File: config.mk
export PLATFORM = sky130hd
export DESIGN_NAME = stream_byte_slave
export DESIGN_NICKNAME = d
export VERILOG_FILES = /design/src/rtl/sbs_pkg.sv /design/src/rtl/sbs_sync.sv /design/src/rtl/sbs_edge.sv /design/src/rtl/sbs_shifter.sv /design/src/rtl/stream_byte_slave.sv
export SDC_FILE = /design/constraint.sdc
export NUM_CORES = 1
export LEC_CHECK = 0
export ABC_CLOCK_PERIOD_IN_PS = 2750
export CORE_ASPECT_RATIO = 0.5
export CORE_UTILIZATION = 35
export CTS_CLUSTER_DIAMETER = 50
export CTS_CLUSTER_SIZE = 28
export DETAILED_ROUTE_END_ITERATION = 8
export DONT_BUFFER_PORTS = 1
export PLACE_DENSITY_LB_ADDON = 0.08
export SETUP_SLACK_MARGIN = 0.05
export SLEW_MARGIN = 20
export SYNTH_ARGS = -nofsm -noshare
export SYNTH_HDL_FRONTEND = slang
export SYNTH_SLANG_ARGS = --single-unit
File: constraint.sdc
create_clock -name clk_i -period 2.75 [get_ports clk_i]
set_input_delay 0.1375 -clock clk_i [delete_from_list [all_inputs] [get_ports clk_i]]
set_output_delay 0.1375 -clock clk_i [all_outputs]
set_load 0.05 [all_outputs]
File: src/rtl/sbs_pkg.sv
package sbs_pkg;
  typedef enum logic {
    DIR_RX = 1'b0,
    DIR_TX = 1'b1
  } dir_e;
endpackage

File: src/rtl/sbs_sync.sv
module sbs_sync #(
  parameter int WIDTH  = 2,
  parameter int STAGES = 2
) (
  input  logic             clk_i,
  input  logic             rst_ni,
  input  logic [WIDTH-1:0] d_i,
  output logic [WIDTH-1:0] q_o
);
  logic [WIDTH-1:0] stg [STAGES];

  for (genvar g = 0; g < STAGES; g++) begin : g_stage
    logic [WIDTH-1:0] stg_in;
    if (g == 0) begin : g_first
      assign stg_in = d_i;
    end else begin : g_next
      assign stg_in = stg[g-1];
    end
    always_ff @(posedge clk_i or negedge rst_ni) begin
      if (!rst_ni) stg[g] <= '0;
      else         stg[g] <= stg_in;
    end
  end

  assign q_o = stg[STAGES-1];
endmodule

File: src/rtl/sbs_edge.sv
module sbs_edge (
  input  logic clk_i,
  input  logic rst_ni,
  input  logic lvl_i,
  output logic rise_o,
  output logic fall_o
);
  logic lvl_q;

  always_ff @(posedge clk_i or negedge rst_ni) begin
    if (!rst_ni) lvl_q <= 1'b0;
    else         lvl_q <= lvl_i;
  end

  assign rise_o = lvl_i & ~lvl_q;
  assign fall_o = ~lvl_i & lvl_q;
endmodule

File: src/rtl/sbs_shifter.sv
module sbs_shifter
  import sbs_pkg::*;
#(
  parameter int DATA_W = 8
) (
  input  logic              clk_i,
  input  logic              rst_ni,
  input  dir_e              dir_i,
  input  logic              clr_i,
  input  logic              rise_i,
  input  logic              fall_i,
  input  logic              sdi_i,
  input  logic              load_i,
  input  logic [DATA_W-1:0] load_data_i,
  output logic              rx_done_o,
  output logic [DATA_W-1:0] rx_word_o,
  output logic              tx_busy_o,
  output logic              sdo_o
);
  localparam int CNT_W = $clog2(DATA_W);
  localparam logic [CNT_W-1:0] CNT_LAST = CNT_W'(DATA_W - 1);

  logic [CNT_W-1:0]  cnt;
  logic [DATA_W-2:0] rx_sr;
  logic [DATA_W-1:0] tx_sr;
  logic              tx_busy;
  logic              cnt_last;

  assign cnt_last = (cnt == CNT_LAST);

  always_ff @(posedge clk_i or negedge rst_ni) begin
    if (!rst_ni) begin
      cnt     <= '0;
      rx_sr   <= '0;
      tx_sr   <= '0;
      tx_busy <= 1'b0;
    end else if (clr_i) begin
      // mode change: restart byte framing
      cnt     <= '0;
      tx_busy <= 1'b0;
    end else if (dir_i == DIR_RX) begin
      if (rise_i) begin
        rx_sr <= rx_word_o[DATA_W-2:0];
        cnt   <= cnt_last ? '0 : cnt + CNT_W'(1);
      end
    end else if (load_i) begin
      tx_sr   <= load_data_i;
      tx_busy <= 1'b1;
      cnt     <= '0;
    end else if (tx_busy && fall_i) begin
      tx_sr <= {tx_sr[DATA_W-2:0], 1'b0};
      cnt   <= cnt_last ? '0 : cnt + CNT_W'(1);
      if (cnt_last) tx_busy <= 1'b0;
    end
  end

  assign rx_word_o = {rx_sr, sdi_i};
  assign rx_done_o = (dir_i == DIR_RX) && !clr_i && rise_i && cnt_last;
  assign tx_busy_o = tx_busy;
  assign sdo_o     = (dir_i == DIR_TX) && tx_busy && tx_sr[DATA_W-1];

  p_mode_clr_r9: assert property (@(posedge clk_i) disable iff (!rst_ni)
    clr_i |=> (cnt == '0) && !tx_busy);

  p_load_r6: assert property (@(posedge clk_i) disable iff (!rst_ni)
    (load_i && !clr_i && dir_i == DIR_TX) |=> tx_busy && (tx_sr == $past(load_data_i)));

  p_tx_hold_r7: assert property (@(posedge clk_i) disable iff (!rst_ni)
    (tx_busy && !fall_i && !clr_i && !load_i) |=> $stable(tx_sr) && tx_busy);
endmodule

File: src/rtl/stream_byte_slave.sv
module stream_byte_slave
  import sbs_pkg::*;
#(
  parameter int DATA_W      = 8,
  parameter int SYNC_STAGES = 2
) (
  input  logic              clk_i,
  input  logic              rst_ni,
  input  logic              mode_i,
  input  logic              sclk_i,
  input  logic              sdi_i,
  output logic              sdo_o,
  output logic              req_o,
  output logic [DATA_W-1:0] rx_data_o,
  output logic              rx_valid_o,
  input  logic              rx_ready_i,
  input  logic [DATA_W-1:0] tx_data_i,
  input  logic              tx_valid_i,
  output logic              tx_ready_o
);
  dir_e              dir, dir_q;
  logic              clr;
  logic [1:0]        pins_s;
  logic              sclk_s, sdi_s;
  logic              rise, fall;
  logic              rx_done, tx_busy, load;
  logic [DATA_W-1:0] rx_word;
  logic [DATA_W-1:0] rx_buf;
  logic              rx_full;

  assign dir = dir_e'(mode_i);

  always_ff @(posedge clk_i or negedge rst_ni) begin
    if (!rst_ni) dir_q <= DIR_RX;
    else         dir_q <= dir;
  end
  assign clr = (dir != dir_q);

  sbs_sync #(.WIDTH(2), .STAGES(SYNC_STAGES)) u_sync (
    .clk_i (clk_i),
    .rst_ni(rst_ni),
    .d_i   ({sclk_i, sdi_i}),
    .q_o   (pins_s)
  );
  assign sclk_s = pins_s[1];
  assign sdi_s  = pins_s[0];

  sbs_edge u_edge (
    .clk_i (clk_i),
    .rst_ni(rst_ni),
    .lvl_i (sclk_s),
    .rise_o(rise),
    .fall_o(fall)
  );

  sbs_shifter #(.DATA_W(DATA_W)) u_shift (
    .clk_i      (clk_i),
    .rst_ni     (rst_ni),
    .dir_i      (dir),
    .clr_i      (clr),
    .rise_i     (rise),
    .fall_i     (fall),
    .sdi_i      (sdi_s),
    .load_i     (load),
    .load_data_i(tx_data_i),
    .rx_done_o  (rx_done),
    .rx_word_o  (rx_word),
    .tx_busy_o  (tx_busy),
    .sdo_o      (sdo_o)
  );

  // one-byte receive buffer; a byte arriving while full is dropped
  always_ff @(posedge clk_i or negedge rst_ni) begin
    if (!rst_ni) begin
      rx_full <= 1'b0;
      rx_buf  <= '0;
    end else if (rx_done && !rx_full) begin
      rx_full <= 1'b1;
      rx_buf  <= rx_word;
    end else if (rx_full && rx_ready_i) begin
      rx_full <= 1'b0;
    end
  end

  assign tx_ready_o = (dir == DIR_TX) && !clr && !tx_busy;
  assign load       = tx_valid_i && tx_ready_o;
  assign rx_valid_o = rx_full;
  assign rx_data_o  = rx_buf;
  assign req_o      = (dir == DIR_TX) ? tx_busy : !rx_full;

  p_valid_hold_r4: assert property (@(posedge clk_i) disable iff (!rst_ni)
    (rx_valid_o && !rx_ready_i) |=> rx_valid_o && $stable(rx_data_o));

  p_req_back_r3: assert property (@(posedge clk_i) disable iff (!rst_ni)
    (!mode_i && rx_valid_o && rx_ready_i) |=> (mode_i || req_o));

  p_rx_only_r8: assert property (@(posedge clk_i) disable iff (!rst_ni)
    (mode_i && !rx_valid_o) |=> !rx_valid_o);
endmodule

After elaboration in Yosys (flattened, before gate mapping)
Cells that the tools add are included.
- logic and storage cells: 60
- input bits: 15
- register bits: 34
- output and inout bits: 12
- add/subtract/negate cells: 1
- equal/unequal tests: 3
- reductions and logical operators: 24
- muxes and demuxes: 16
- bitwise operators: 6
- operators by type and width (cell ; count):
    $mux 3 ; 6
    $mux 8 ; 2
    $logic_and 1x1->1 ; 11
    $reduce_and 3->1 ; 3
    $reduce_bool 3->1 ; 3
    $mux 1 ; 8
    $reduce_bool 2->1 ; 3
    $ne 4x1->1 const B ; 1
    $not 1->1 ; 4
    $add 3x1->3 const B ; 1
    $eq 3x3->1 const B ; 1
    $logic_not 1->1 ; 3
    $and 1x1->1 ; 2
    $reduce_and 2->1 ; 1
    $ne 1x1->1 ; 1

Longest topological paths before layout
Gate-level depths: netlist (run 1).
- depth in word-level cells: 8
- mapped depth: 5
- depth with buffers taken out: 5

Hierarchy
From an unflattened synthesis (run 1), not the netlist that was laid out.
- cells, all modules: 104
- area total of the unflattened synthesis: 1516.5 um^2
- modules (own cells, without submodules) (module ; times used ; area an instance (um^2) ; cells each):
    sbs_shifter ; 1 ; 943.4 ; 70
    stream_byte_slave ; 1 ; 432.9 ; 27
    sbs_sync ; 1 ; 100.1 ; 4
    sbs_edge ; 1 ; 40.0 ; 3

Worst setup path before layout (run 1)
No wires, ideal clock.
- kind: reg-to-output
- from: register rx_full, in the netlist rx_valid_o
- to: output req_o
- path slack: 0.838 ns
- arrival: 1.775 ns
- cell stages (with the launch flop): 2
- path buffers: 0
- cell sequence: dfrtp_1 o21ai_0
- longest elaborated chain between the ends: 2
- RTL lines (what ; line ; RTL):
    from (decl) ; stream_byte_slave.sv:29 ; logic rx_full;
    from (signal assigned) ; stream_byte_slave.sv:75 ; rx_full <= 1'b0;
    from (signal assigned) ; stream_byte_slave.sv:78 ; rx_full <= 1'b1;
    from (signal assigned) ; stream_byte_slave.sv:81 ; rx_full <= 1'b0;
    $logic_not 1->1 ; stream_byte_slave.sv:89 ; assign req_o = (dir == DIR_TX) ? tx_busy : !rx_full;
    $mux 1 ; stream_byte_slave.sv:89 ;
    to (decl) ; stream_byte_slave.sv:13 ; output logic req_o,
Every way passes these cells.

Final worst setup path (run 1)
- from: register dir_q
- to: register rx_buf[6], in the netlist rx_data_o[6]
- longest elaborated chain between the ends: 6
- RTL lines (what ; line ; RTL):
    from (decl) ; stream_byte_slave.sv:21 ; dir_e dir, dir_q;
    from (signal assigned) ; stream_byte_slave.sv:35 ; else dir_q <= dir;
    $ne 1x1->1 ; stream_byte_slave.sv:37 ; assign clr = (dir != dir_q);
    $logic_not 1->1 ; sbs_shifter.sv:58 ; assign rx_done_o = (dir_i == DIR_RX) && !clr_i && rise_i && cnt_last;
    $logic_and 1x1->1 (3 in a row) ; sbs_shifter.sv:58 ;
    $logic_and 1x1->1 ; stream_byte_slave.sv:77 ; end else if (rx_done && !rx_full) begin
    to (signal assigned) ; stream_byte_slave.sv:79 ; rx_buf <= rx_word;
    to (decl) ; stream_byte_slave.sv:28 ; logic [DATA_W-1:0] rx_buf;
Every way passes these cells.
A chain may end at the register's enable or synchronous reset.

==> flow_metrics.tcl, run 1 <==
set metrics [dict create \
    overflow 0 \
    die_w_um 94.20 \
    cts_setup_buffers 0 \
    synth_top_cell_by_area "dfrtp_1" \
    core_um2 3984 \
    power.density_nw_per_um2 700.7 \
    reg2reg_from "dir_q" \
    worst-setup-path-type "register to register" \
    final_cell_mix "dfrtp_1, mux2_2, clkbuf_8" \
    relSlewSlack_pct 61.11 \
    min_from "rx_ready_i" \
    hold-path-endpoint "rx_valid_o" \
    finalClockSkew_ps 4.441 \
    synthDistinctLibCells 22 \
    vias 797 \
    postRouteAntennaNets 0 \
    cts_buffers 5 \
    worstSetupStartpointType "register" \
    clk_latency_ps 280 \
    dieArea_um2 4531 \
    cts-root-to-sink-buffers 2 \
    worst-path-stages 5 \
    die_h_um 48.10 \
    p_leak_nw 0.8683 \
    setup-violations-final 0 \
    n_fill_cell 377 \
    postSynthNetCount 115 \
    cts_tree "done" \
    worst-r2r-cell-count 5 \
    hold_violations 0 \
    htree_levels 2 \
    mostFrequentLayoutCell "dfrtp_1" \
    viasPerCell 4.830 \
    grt_pass1_wl_mm 3.808 \
    setup-tns-final_ps 0 \
    cp.required_ps 2920 \
    netlist_top_cells_area "dfrtp_1, mux2_2, ha_1, nand3b_4, a211oi_4" \
    antennaDiodeCount 0 \
    cts_resized 0 \
    critPathArrivalTime_ps 2030 \
    holdPathStages 2 \
    ioPinCount 27 \
    cpLargestDelayFamily "simple AND/OR/NAND/NOR gates" \
    wl_per_cell_um 14.56 \
    rsz0062_at_grt "false" \
    grt_pass1_vias 794 \
    drt_iter0_drc 25 \
    nets 129 \
    worst_pin_slew_ps 583.4 \
    slew_violations 0 \
    synth_cells 96 \
    gp_congestion 0.6800 \
    portBuffers 0 \
    num_rows 16 \
    critical_path_buf_inv_count 1 \
    synth_edf_count 0 \
    yosysWarnings 0 \
    async_flop_share_pct 100.0 \
    status "finished, final reports clean" \
    cp-end-kind "register" \
    syn_avg_cell_area_um2 15.50 \
    ys_seq_elements 34 \
    r2r_end "rx_data_o[6]" \
    seq_area_frac_synth_pct 57.19 \
    first_pass_iters 3 \
    maxCapViolCount 0 \
    fin_crit_ps 1860 \
    synth.cell_area_um2 1488 \
    yosys.area.top_type_share_pct 57.19 \
    dp.final_hpwl_mm 1.718 \
    layout-drive-gt1-share_pct 43.24 \
    grt_max_degree 35 \
    antenna_found_initial 0 \
    wirelength_mm 2.402 \
    cts-hold-fix-buffers 5 \
    worstPathCellList "inv_1 -> ha_1 -> nand3b_4 -> nor3b_4 -> mux2_2" \
    hold_ws_ps 24.37 \
    synth-main-ff-cell "dfrtp_1" \
    finalCritPeriodShare_pct 67.65 \
    clock.fmax_ghz 0.5375 \
    drcViolationCount 0 \
    root_buffer "clkbuf_8" \
    area_growth_pct 16.91 \
    start_util_pct 37.34 \
    rrSetupSlack_ps 890 \
    critPathMaxStageDelay_ps 480 \
    clk_pin_slew_ps 70 \
    hp-class "primary input to register" \
    clock-sinks 34 \
    cp_slowest_cell "nor3b_4" \
    crit_path_max_fanout 9 \
    grt_usage_pct 11.95 \
    ir_drop_mv 0.2076 \
]
[synth_stat cells, drive strengths merged (2+ instances only)]
cell type	count
nand2b	2
nand2	2
nand3b	4
ha	4
mux2	33
and3	2
nor3b	2
inv	3
o21ai	2
dfrtp	34
[power by group]
group	internal (W)	switching, W
Clock	0.000266	0.000177
Combinational	0.0000974	0.0000620
Sequential	0.000568	0.0000479
[worst reg2reg max path: stages, from the launching register on]
cell and delay, ps:
dfrtp_1 380, inv_1 60, ha_1 260, nand3b_4 180
nor3b_4 480, mux2_2 400
[layout make-up]
| class | instances | area [µm²] | share of cell area (%) |
|---|---|---|---|
| clock buffers | 5 | 68.82 | 3.957 |
| clock inverters | 3 | 40.04 | 2.302 |
| well taps | 54 | 67.56 | 3.885 |
| multi-input cells | 59 | 625.6 | 35.97 |
| inverters | 3 | 11.26 | 0.6475 |
| repair buffers | 7 | 75.07 | 4.317 |
| flip-flops and latches | 34 | 850.8 | 48.92 |
[sequential cells by signal, indices dropped and copies added, names as in the netlist, 2 cells and up]
register and flops:
u_shift.rx_sr 7, u_sync.q_o 2, u_shift.cnt 3, u_shift.tx_sr 8
u_sync.g_stage.stg_in 2, rx_data_o 8
[logic make-up after synthesis]
kind of cell             share of synthesized area, %
AO/OA/AOI/OAI                                   3.701
adder cells (fa/ha/maj)                         3.364
buffers and inverters                          0.7569
flip-flops                                      57.19
multiplexers                                    24.98
AND/OR/NAND/NOR                                 10.01
[how the worst max path moves through the flow]
stage               startpoint      endpoint  slack [ps]
finish                   dir_q  rx_data_o[6]         890
global route             dir_q  rx_data_o[7]         740
CTS                      dir_q  rx_data_o[5]         850
detailed placement       dir_q  rx_data_o[6]         850
global placement         dir_q  rx_data_o[3]         950
floorplan           rx_valid_o         req_o         840
[metal layers]
layer  global-route usage [%]  vias up  wire (µm)
met5                        0        -          0
met4                    5.538        0         21
met3                    5.919        3        196
met2                    19.86       20       1097
met1                    13.57      398       1086
li1                         -      376          -
[stage by stage]
stage	cell area (µm²)	cells	util, %	power, W	worst slack (ps)
2_1_floorplan	1488	96	-	0.0007373	837.9
3_3_place_gp	1570	152	39.42	0.0007634	946.8
3_5_place_dp	1570	152	39.42	0.0007706	854.2
4_1_cts	1739	165	43.66	0.001239	846.7
5_1_grt	1739	165	43.66	0.001283	742.6
6_report	1739	165	43.66	0.001219	889.6
(Power assumes the default switching activity.)
==> run 2, diff against run 1 <==
- ABC_AREA: unset -> 1
- ABC_CLOCK_PERIOD_IN_PS: 2750 -> 1500
- clock period: 2.75 -> 1.5 ns (I/O delays scaled with it)
==> flow_metrics.tcl, run 2 <==
set metrics [dict create \
    die_h_um 49.70 \
    synth_top_cell_by_area "dfrtp_1" \
    syn_avg_cell_area_um2 9.538 \
    setup-tns-final_ps 0 \
    yosysWarnings 0 \
    synth-main-ff-cell "dfrtp_1" \
    clock.fmax_ghz 0.7196 \
    first_pass_iters 4 \
    worstSetupStartpointType "register" \
    area_growth_pct 20.35 \
    portBuffers 0 \
    layout-drive-gt1-share_pct 30.16 \
    hp-class "primary input to register" \
    fin_crit_ps 1390 \
    synth_edf_count 0 \
    start_util_pct 38.62 \
    die_w_um 97.40 \
    cts-root-to-sink-buffers 2 \
    drcViolationCount 0 \
    vias 1104 \
    status "finished, final reports clean" \
    relSlewSlack_pct 67.53 \
    rsz0062_at_grt "true" \
    yosys.area.top_type_share_pct 53.42 \
    viasPerCell 4.543 \
    ys_seq_elements 34 \
    final_util_pct 46.48 \
    async_flop_share_pct 100.0 \
    synth.most_common_cell "nand2_1" \
    power.density_nw_per_um2 1259 \
    ioPinCount 27 \
    grt_usage_pct 14.29 \
    cts_buffers 5 \
    num_rows 16 \
    grt_pass1_wl_mm 5.347 \
    setup_ws_ps 110.3 \
    clk_latency_ps 280 \
    finalClockSkew_ps 5.178 \
    hold_violations 0 \
    setup-violations-final 0 \
    antenna_found_initial 0 \
    p_leak_nw 0.8923 \
    dieArea_um2 4841 \
    synth_cells 167 \
    clk_pin_slew_ps 70 \
    wl_per_cell_um 12.39 \
    antennaDiodeCount 0 \
    rrSetupSlack_ps 110 \
    gp_congestion 0.7206 \
    cp.required_ps 1670 \
    worst-setup-path-type "register to register" \
    htree_levels 2 \
    core_um2 4124 \
    fin_area_um2 1917 \
    critPathArrivalTime_ps 1560 \
    maxCapViolCount 0 \
    netlist_top_cells_area "dfrtp_1, nand2_1, nor2_2, o21ai_2, o21ai_1" \
    nets 207 \
    dp.final_hpwl_mm 2.063 \
    crit_path_max_fanout 9 \
    root_buffer "clkbuf_8" \
    mostFrequentLayoutCell "nand2_1" \
    place_area_um2 1720 \
    postRouteAntennaNets 0 \
    clock-sinks 34 \
    place_ws_ps 75.84 \
    cts_setup_buffers 0 \
    finalCritPeriodShare_pct 92.64 \
    synth.cell_area_um2 1593 \
    grt_max_degree 35 \
    synth_commonest_cells "nand2_1, dfrtp_1, nor2_2" \
    worst_pin_slew_ps 487.0 \
    drt_iter0_drc 71 \
    cts_tree "done" \
    seq_area_frac_synth_pct 53.42 \
    slew_violations 0 \
    final_cell_mix "nand2_1, dfrtp_1, nor2_2" \
    ir_drop_mv 0.4972 \
    wirelength_mm 3.011 \
    postSynthNetCount 186 \
    n_fill_cell 398 \
    synthDistinctLibCells 22 \
    overflow 0 \
    cp-end-kind "register" \
    grt_pass1_vias 1127 \
]
-- run 2: changes by cell type after synthesis, sizes merged, moves of 2 or more --
cell / before / now
nor2: 0 / 21
buf: 0 / 3
nand2b: 2 / 0
nand3: 0 / 6
inv: 3 / 17
o21ai: 2 / 20
mux2: 33 / 0
nand3b: 4 / 1
a21oi: 0 / 8
nor3b: 2 / 0
and3: 2 / 0
nand2: 2 / 51
-- run 2: area by class of cell --
class / instances / area, µm² / share of cell area [%]
clock inverters: 2 / 12.51 / 0.6527
inverters: 17 / 66.31 / 3.460
clock buffers: 6 / 82.58 / 4.308
repair buffers: 17 / 171.4 / 8.943
flip-flops and latches: 34 / 850.8 / 44.39
well taps: 54 / 67.56 / 3.525
multi-input cells: 113 / 665.6 / 34.73
-- run 2: cell families (layout without fill, tap and decap cells) --
logic type,count (synthesis),after routing,share of synthesized area [%]
AOI/OAI and AO/OA,29,29,10.92
adders and majority gates,4,4,3.142
buffers and inverters,20,42,5.734
DFF,34,34,53.42
and+or+nand+nor,80,80,26.79
-- run 2: report_power, final --
group          leakage (nW)  switching (W)  total [W]  internal [W]
clock                0.0472       0.000333   0.000701      0.000369
sequential            0.430      0.0000952    0.00118       0.00108
combinational         0.415       0.000308   0.000533      0.000225
-- run 2: what timing repair did --
action	4_1_cts	5_1_grt
gates resized for setup	0	7
hold endpoints to repair	39	0
hold buffers	7	0
endpoints found under the setup margin	0	20
-- run 2: per-stage QoR --
stage	std cells	total power [W]	hold WS, ps
5_1_grt	243	0.002601	34.32
3_5_place_dp	228	0.001687	-219.0
4_1_cts	243	0.002447	17.94
3_3_place_gp	228	0.001677	-219.7
6_report	243	0.002413	23.87
2_1_floorplan	167	0.001578	-220.6
-- run 2: layer usage --
metal	routed length [µm]	vias to the layer above	GRT usage, %	part of all wire, %
li1	-	577	-	-
met1	1547	506	19.21	51
met2	1263	19	21.10	42
met3	187	2	5.390	6.2
met4	13	0	5.147	0.43
met5	0	-	0	0
-- run 2: critical path, stage by stage, from the launching register on --
cell and delay, ps:
dfrtp_1 370, inv_1 50, ha_1 320, nor2_4 250
nand2_8 120, nor2_2 130, nor2_2 40
-- run 2: path summary, 6_finish.rpt --
| kind | from | end | depth (start not counted) |
|---|---|---|---|
| max in group asynchronous | rst_ni | u_shift.rx_sr[2] | 2 |
| hold reg to reg | u_sync.g_stage[1].stg_in[0] | u_sync.q_o[0] | 0 |
| min in group asynchronous | rst_ni | u_shift.tx_sr[4] | 2 |
| setup reg to reg | dir_q | u_shift.tx_sr[7] | 6 |
| setup / recovery | dir_q | u_shift.tx_sr[7] | 6 |
| hold / removal | tx_data_i[1] | u_shift.tx_sr[1] | 4 |
